**config.mk**
```make
export PLATFORM = sky130hd
export DESIGN_NAME = restr_front
export DESIGN_NICKNAME = d
export VERILOG_FILES = /design/src/rtl/restr_pkg.sv /design/src/rtl/restr_capture.sv /design/src/rtl/restr_recur.sv /design/src/rtl/restr_pairs.sv /design/src/rtl/restr_front.sv
export SDC_FILE = /design/constraint.sdc
export NUM_CORES = 1
export LEC_CHECK = 0
export ABC_AREA = 1
export CAP_MARGIN = 15
export CORE_ASPECT_RATIO = 1.1
export CORE_UTILIZATION = 54
export DETAILED_ROUTE_END_ITERATION = 16
export PLACE_DENSITY_LB_ADDON = 0.25
export SKIP_LAST_GASP = 1
export SLEW_MARGIN = 10
export SYNTH_ARGS = -nofsm -noshare
export SYNTH_HDL_FRONTEND = slang
export SYNTH_SLANG_ARGS = --single-unit
```
**constraint.sdc**
```tcl
create_clock -name clk -period 3.9 [get_ports clk]
set_input_delay 0.78 -clock clk [delete_from_list [all_inputs] [get_ports clk]]
set_output_delay 0.78 -clock clk [all_outputs]
set_load 0.02 [all_outputs]
```
**src/rtl/restr_pkg.sv**
```systemverilog
package restr_pkg;

  // g^e mod n, computed by repeated multiplication (elaboration time only)
  function automatic int pow_mod(input int g, input int e, input int n);
    int r;
    r = 1;
    for (int t = 0; t < e; t++) r = (r * g) % n;
    return r;
  endfunction

  function automatic int guard_bits(input int n);
    return $clog2(n);
  endfunction

endpackage

```
**src/rtl/restr_capture.sv**
```systemverilog
module restr_capture #(
  parameter int N  = 7,
  parameter int DW = 12,
  localparam int IW = (N > 1) ? $clog2(N) : 1
) (
  input  logic                 clk,
  input  logic                 rst,
  input  logic                 hold,
  input  logic                 in_valid,
  input  logic                 in_first,
  input  logic signed [DW-1:0] in_data,
  input  logic [IW-1:0]        rd_idx,
  output logic signed [DW-1:0] rd_data,
  output logic                 full
);

  logic                 open_q;
  logic [IW-1:0]        wr_idx;
  logic [IW-1:0]        wr_sel;
  logic                 take;
  logic signed [DW-1:0] raw [N];

  assign wr_sel  = in_first ? '0 : wr_idx;
  assign take    = !hold && in_valid && (in_first || open_q);
  assign rd_data = raw[rd_idx];

  always_ff @(posedge clk) begin
    if (rst) begin
      open_q <= 1'b0;
      wr_idx <= '0;
      full   <= 1'b0;
    end else begin
      full <= 1'b0;
      if (take) begin
        if (wr_sel == IW'(N-1)) begin
          open_q <= 1'b0;
          wr_idx <= '0;
          full   <= 1'b1;
        end else begin
          open_q <= 1'b1;
          wr_idx <= wr_sel + 1'b1;
        end
      end
    end
  end

  always_ff @(posedge clk) begin
    if (take) raw[wr_sel] <= in_data;
  end

  // a start strobe always opens capture, or completes it when N == 1
  a_r8_first_opens: assert property (@(posedge clk) disable iff (rst)
    (take && in_first) |=> (open_q || full));

  // the write index never leaves the block
  a_r11_idx_range: assert property (@(posedge clk) disable iff (rst)
    wr_idx < IW'(N));

endmodule

```
**src/rtl/restr_recur.sv**
```systemverilog
module restr_recur #(
  parameter int N  = 7,
  parameter int DW = 12,
  localparam int IW = (N > 1) ? $clog2(N) : 1,
  localparam int AW = DW + ((N > 1) ? $clog2(N) : 1)
) (
  input  logic                 clk,
  input  logic                 rst,
  input  logic                 start,
  input  logic signed [DW-1:0] smp,
  output logic [IW-1:0]        smp_idx,
  input  logic [IW-1:0]        rd_i,
  input  logic [IW-1:0]        rd_j,
  output logic signed [AW-1:0] dat_i,
  output logic signed [AW-1:0] dat_j,
  output logic signed [AW-1:0] x0,
  output logic                 busy,
  output logic                 done
);

  logic [IW-1:0]        ridx;
  logic                 first_q;
  logic signed [AW-1:0] acc;
  logic signed [AW-1:0] ext;
  logic signed [AW-1:0] term;
  logic signed [AW:0]   wide;
  logic signed [AW-1:0] nxt;
  logic signed [AW-1:0] aux [N];

  assign smp_idx = ridx;
  assign ext     = {{(AW-DW){smp[DW-1]}}, smp};
  assign term    = ridx[0] ? -ext : ext;
  assign wide    = {acc[AW-1], acc} + {term[AW-1], term};
  assign nxt     = first_q ? term : wide[AW-1:0];
  assign dat_i   = aux[rd_i];
  assign dat_j   = aux[rd_j];

  always_ff @(posedge clk) begin
    if (rst) begin
      ridx    <= '0;
      first_q <= 1'b0;
      acc     <= '0;
      busy    <= 1'b0;
      done    <= 1'b0;
      x0      <= '0;
    end else begin
      done <= 1'b0;
      if (start && !busy) begin
        busy    <= 1'b1;
        first_q <= 1'b1;
        ridx    <= IW'(N-1);
      end else if (busy) begin
        acc     <= nxt;
        first_q <= 1'b0;
        if (ridx == '0) begin
          busy <= 1'b0;
          done <= 1'b1;
          x0   <= nxt;
        end else begin
          ridx <= ridx - 1'b1;
        end
      end
    end
  end

  always_ff @(posedge clk) begin
    if (busy) aux[ridx] <= nxt;
  end

  // the running sum never needs a bit beyond the guard width
  a_r3_no_overflow: assert property (@(posedge clk) disable iff (rst)
    (busy && !first_q) |-> (wide[AW] == wide[AW-1]));

  // the recursion always opens at the highest index
  a_r1_starts_high: assert property (@(posedge clk) disable iff (rst)
    (busy && first_q) |-> (ridx == IW'(N-1)));

endmodule

```
**src/rtl/restr_pairs.sv**
```systemverilog
module restr_pairs #(
  parameter int N  = 7,
  parameter int G  = 3,
  parameter int DW = 12,
  localparam int IW = (N > 1) ? $clog2(N) : 1,
  localparam int AW = DW + ((N > 1) ? $clog2(N) : 1),
  localparam int H  = (N - 1) / 2,
  localparam int KW = (H > 1) ? $clog2(H) : 1
) (
  input  logic                 clk,
  input  logic                 rst,
  input  logic                 start,
  input  logic signed [AW-1:0] x0,
  input  logic signed [AW-1:0] dat_i,
  input  logic signed [AW-1:0] dat_j,
  output logic [IW-1:0]        rd_i,
  output logic [IW-1:0]        rd_j,
  output logic                 busy,
  output logic                 out_valid,
  output logic                 out_last,
  output logic signed [AW-1:0] out_a,
  output logic signed [AW-1:0] out_b,
  output logic signed [AW:0]   out_sum,
  output logic signed [AW:0]   out_diff,
  output logic signed [AW-1:0] out_x0
);

  logic [IW-1:0] tab_i [H];
  logic [IW-1:0] tab_j [H];
  logic [KW-1:0] kcnt;
  logic          last_k;

  for (genvar k = 0; k < H; k++) begin : g_map
    localparam int PI = restr_pkg::pow_mod(G, k + 1, N);
    localparam int PJ = restr_pkg::pow_mod(G, k + 1 + H, N);
    assign tab_i[k] = IW'(PI);
    assign tab_j[k] = IW'(PJ);
  end

  assign rd_i   = tab_i[kcnt];
  assign rd_j   = tab_j[kcnt];
  assign last_k = (kcnt == KW'(H-1));

  always_ff @(posedge clk) begin
    if (rst) begin
      busy      <= 1'b0;
      kcnt      <= '0;
      out_valid <= 1'b0;
      out_last  <= 1'b0;
      out_a     <= '0;
      out_b     <= '0;
      out_sum   <= '0;
      out_diff  <= '0;
      out_x0    <= '0;
    end else begin
      out_valid <= busy;
      out_last  <= busy && last_k;
      if (start && !busy) begin
        busy <= 1'b1;
        kcnt <= '0;
      end else if (busy) begin
        out_a    <= dat_i;
        out_b    <= dat_j;
        out_sum  <= {dat_i[AW-1], dat_i} + {dat_j[AW-1], dat_j};
        out_diff <= {dat_i[AW-1], dat_i} - {dat_j[AW-1], dat_j};
        out_x0   <= x0;
        if (last_k) begin
          busy <= 1'b0;
          kcnt <= '0;
        end else begin
          kcnt <= kcnt + 1'b1;
        end
      end
    end
  end

  // both reads stay inside the block and never name the same entry
  a_r4_index_range: assert property (@(posedge clk) disable iff (rst)
    busy |-> (rd_i < IW'(N) && rd_j < IW'(N) && rd_i != rd_j));

endmodule

```
**src/rtl/restr_front.sv**
```systemverilog
module restr_front #(
  parameter int N  = 7,
  parameter int G  = 3,
  parameter int DW = 12,
  localparam int IW = (N > 1) ? $clog2(N) : 1,
  localparam int AW = DW + ((N > 1) ? $clog2(N) : 1)
) (
  input  logic                 clk,
  input  logic                 rst,
  input  logic                 in_valid,
  input  logic                 in_first,
  input  logic signed [DW-1:0] in_data,
  output logic                 out_valid,
  output logic                 out_last,
  output logic signed [AW-1:0] out_a,
  output logic signed [AW-1:0] out_b,
  output logic signed [AW:0]   out_sum,
  output logic signed [AW:0]   out_diff,
  output logic signed [AW-1:0] out_x0
);

  logic                 cap_full;
  logic                 rec_busy;
  logic                 rec_done;
  logic                 pair_busy;
  logic                 hold;
  logic [IW-1:0]        smp_idx;
  logic signed [DW-1:0] smp;
  logic [IW-1:0]        rd_i;
  logic [IW-1:0]        rd_j;
  logic signed [AW-1:0] dat_i;
  logic signed [AW-1:0] dat_j;
  logic signed [AW-1:0] x0;

  assign hold = cap_full || rec_busy || rec_done || pair_busy;

  restr_capture #(.N(N), .DW(DW)) u_cap (
    .clk(clk), .rst(rst), .hold(hold),
    .in_valid(in_valid), .in_first(in_first), .in_data(in_data),
    .rd_idx(smp_idx), .rd_data(smp), .full(cap_full)
  );

  restr_recur #(.N(N), .DW(DW)) u_rec (
    .clk(clk), .rst(rst), .start(cap_full),
    .smp(smp), .smp_idx(smp_idx),
    .rd_i(rd_i), .rd_j(rd_j), .dat_i(dat_i), .dat_j(dat_j),
    .x0(x0), .busy(rec_busy), .done(rec_done)
  );

  restr_pairs #(.N(N), .G(G), .DW(DW)) u_pair (
    .clk(clk), .rst(rst), .start(rec_done), .x0(x0),
    .dat_i(dat_i), .dat_j(dat_j), .rd_i(rd_i), .rd_j(rd_j),
    .busy(pair_busy), .out_valid(out_valid), .out_last(out_last),
    .out_a(out_a), .out_b(out_b), .out_sum(out_sum),
    .out_diff(out_diff), .out_x0(out_x0)
  );

  // sum and difference are consistent with the second operand
  a_r5_sumdiff: assert property (@(posedge clk) disable iff (rst)
    out_valid |-> (out_sum - out_diff == {out_b, 1'b0}));

  // pairs stream without gaps until the last one
  a_r6_no_gap: assert property (@(posedge clk) disable iff (rst)
    (out_valid && !out_last) |=> out_valid);

  // the stream stops right after the last pair
  a_r6_ends: assert property (@(posedge clk) disable iff (rst)
    out_last |=> !out_valid);

  // a(0) stays fixed across the pairs of one block
  a_r7_x0_stable: assert property (@(posedge clk) disable iff (rst)
    (out_valid && $past(out_valid)) |-> $stable(out_x0));

  // a new block never completes capture while one is in flight
  a_r9_exclusive: assert property (@(posedge clk) disable iff (rst)
    (rec_busy || pair_busy) |-> !cap_full);

  // outputs are quiet in the cycle after reset
  a_r10_reset_quiet: assert property (@(posedge clk)
    $past(rst) |-> (!out_valid && !out_last));

endmodule

```
==> out/results.ini, run 1 <==
[logic_synthesis]
async_flop_share = 0
synthDistinctLibCells = 48
ys.warnings.count = 0
yosys_register_bits = 311
synth_compound_area_frac = 0.124
yosys.area_share.simple = 0.201
synth_top_area_frac = 0.365
synthAdderAreaFrac = 0.0489
synth_top_family_by_area = simple AND/OR/NAND/NOR gates
avgSynthCellArea_um2 = 8.63
synth_xor_area_frac = 0.0141
synthTopCellsByArea = edfxtp_1, dfxtp_1, nand2_1, inv_1, nor2_1
synth_area_um2 = 15600
yosys-mux-area-fraction = 0
synth_enable_flop_cells = 189
synthFlopType = edfxtp_1
syn_inst = 1803
yosysSeqAreaShare = 0.522
yosys.area.top_type = edfxtp_1
synth_fp_nets = 1878

[power_and_ir_drop]
p_total_mw = 6.78
p_per_area_nw_per_um2 = 372
peakVddDrop_mv = 0.398
p_leak_nw = 7.99

[critical_path]
crit_path_frequent_cell = nand2_1
cp_max_fo = 39
critPathMaxStageDelay_ns = 0.37
cpMaxStageDelayCell = dfxtp_2
start_kind = register
arrival_ns = 3.91
critical_path.cell_chain = inv_6 > nand2_1 > nand3_1 > nand2_1 > nor2_4 > nand2_1 > nor2_2 > nand2_1 > nand2_1 > nand2_1 > and2_1 > ha_1 > a21oi_1 > o21ai_0 > a21oi_1 > nand2_1 > nand2_1 > nand3_1 > nand3_1 > nand2_2
critPathKind = reg -> reg
cp-end-kind = register
cp.required_ns = 4.19

[cells_and_area]
final_common_cell = nand2_1
diodes = 0
final_nets = 1988
mostFrequentLayoutCells = nand2_1, inv_1, nor2_1
fin_cells = 2301
drive_gt1_frac = 0.104
fill_cells = 2311
area_delta_synth_final_pct = 17.2
fin_util = 0.650
stdcell_area_um2 = 18200

[drt]
first_iter_violations = 839
drt-vias-per-instance = 5.42
wl_mm = 40.6
wl_met3_mm = 2.27
wl_met2_mm = 20.6
drt-met1-wl_mm = 16.2
drtPass1Iterations = 5
routed.top_layer = met4
num_vias = 12500
drt-wirelength-per-cell_um = 17.7
postRouteAntennaNets = 0
drc = 0

[floorplanning]
dieArea_um2 = 29500
die_w_um = 164
core_area_um2 = 28000
num_rows = 64
io_pins = 95
die_y_um = 180
initial_core_util = 0.555

[cts]
cts_buffer_depth = 3
insertion_delay_ns = 0.59
clk_pin_slew_worst_paths_ns = 0.06
h-tree-depth = 1
cts_tree = yes
root_buffer = clkbuf_16
hold_buffers = 0
cts_sinks = 311
cts_made_buffers = 31

[job]
drv_cap = 0

[sta]
tns_ns = 0
hold_viol_final = 0
fin_skew_ns = 0.0319
fmax_ghz = 0.276
slew_headroom = 0.224
finalCriticalPeriod_ns = 3.62
setup_viol = 0
rsz0062_at_grt = yes
setup_ws_ns = 0.276
whs_ns = 0.466
tightestPinTransition_ns = 1.16
fin_crit_sh = 0.929
slew_violations = 0

[grt]
grt_pass1_vias = 12200
grt_pass1_wl_mm = 64.0
grt_max_degree = 74
antenna_found_initial = 0
grt-ovfl-total = 0
grt_usage = 0.279

[min_path]
min_path_type = reg -> reg

[placement]
post-place-ws_ns = 0.116
numPortBuffers = 94
dp_hpwl_mm = 28.3
dpl-instance-area_um2 = 17100
gp_congestion = 0.911
place_inst = 2237

[run_status]
status = complete, no violations

[logic make-up after synthesis]
kind of cell / Yosys count
adders and majority gates: 59
xor gates and xnor gates: 25
buffers and inverters: 353
AOI/OAI and AO/OA: 342
DFF: 311
and+or+nand+nor: 713
[where the power goes]
part           switching, mW  internal (mW)
clock                   1.27           1.80
combinational          0.151         0.0640
sequential           0.00420           3.50
total                   1.42           5.36
[per-layer routing]
| layer | up-vias | track usage |
|---|---|---|
| met2 | 403 | 0.501 |
| met5 | - | 0 |
| li1 | 6113 | - |
| met3 | 87 | 0.0339 |
| met4 | 0 | 0.113 |
| met1 | 5863 | 0.334 |
[state kept, by name, indices dropped and copies added, names as in the netlist, 3 cells and up]
name	count
u_pair.out_x0	15
u_cap.wr_idx	3
u_pair.out_diff	15
u_rec.aux	105
u_pair.out_a	15
u_pair.out_b	15
u_rec.smp_idx	3
u_rec.x0	15
u_cap.raw	84
u_rec.acc	15
u_pair.out_sum	16
[cell usage after synthesis, types with 2 or more instances]
| cell | n |
|---|---|
| ha_1 | 56 |
| nor3_1 | 8 |
| o311ai_0 | 2 |
| inv_1 | 261 |
| a211oi_1 | 2 |
| and2_1 | 2 |
| o21ai_0 | 140 |
| nor2_4 | 11 |
| nor4_1 | 4 |
| a21o_1 | 3 |
| buf_6 | 6 |
| a21boi_0 | 2 |
| o31ai_1 | 2 |
| nand4_1 | 9 |
| o21ai_1 | 19 |
| o211ai_1 | 38 |
| nand3_2 | 14 |
| xor2_1 | 21 |
| dfxtp_1 | 122 |
| nor2_2 | 7 |
| nand3b_1 | 5 |
| fa_1 | 3 |
| o21a_1 | 2 |
| clkbuf_1 | 62 |
| a32oi_1 | 15 |
| o22ai_1 | 2 |
| edfxtp_1 | 189 |
| inv_2 | 4 |
| xnor2_1 | 4 |
| buf_4 | 5 |
| a21oi_1 | 104 |
| o21bai_1 | 4 |
| buf_1 | 7 |
| nand3_1 | 76 |
| nand2_1 | 339 |
| a31oi_1 | 4 |
| buf_2 | 7 |
| nand2_2 | 20 |
| or2_2 | 17 |
| nor2_1 | 197 |
[cell type report]
class / instances / area, um2 / area share
flip-flops and latches: 311 / 8130 / 0.446
inverters: 266 / 1010 / 0.0552
clock inverters: 15 / 201 / 0.0111
repair buffers: 164 / 1520 / 0.0836
well taps: 363 / 454 / 0.0249
clock buffers: 43 / 851 / 0.0467
multi-input cells: 1139 / 6060 / 0.333
[path summary, 6_finish.rpt]
check                   startpoint          endpoint  slack [ns]  depth (start not counted)
setup / recovery  u_rec.smp_idx[0]  u_rec.aux[5][14]        0.28                         20
hold / removal        u_rec.acc[3]      u_rec.acc[3]        0.47                          2
setup reg to reg  u_rec.smp_idx[0]  u_rec.aux[5][14]        0.28                         20
hold reg to reg       u_rec.acc[3]      u_rec.acc[3]        0.47                          2
[worst max-delay path: cells and delay by family (launching register included)]
family / cells / cell delay (ns)
simple gates: 15 / 1.66
fa+ha+maj: 1 / 0.32
flops: 1 / 0.37
buf+inv: 1 / 0.25
compound gates: 3 / 0.71
[what timing repair did]
item,4_1_cts,5_1_grt
setup endpoints to repair,0,83
buffers inserted,0,6
gates resized for setup,0,14
(Power assumes the default switching activity.)
==> run 2: changes to the inputs <==
Settings changed: CTS_CLUSTER_DIAMETER set to 200.
==> results of run 2 <==
Final layout, timing and power as in run 1 (identical DEF).
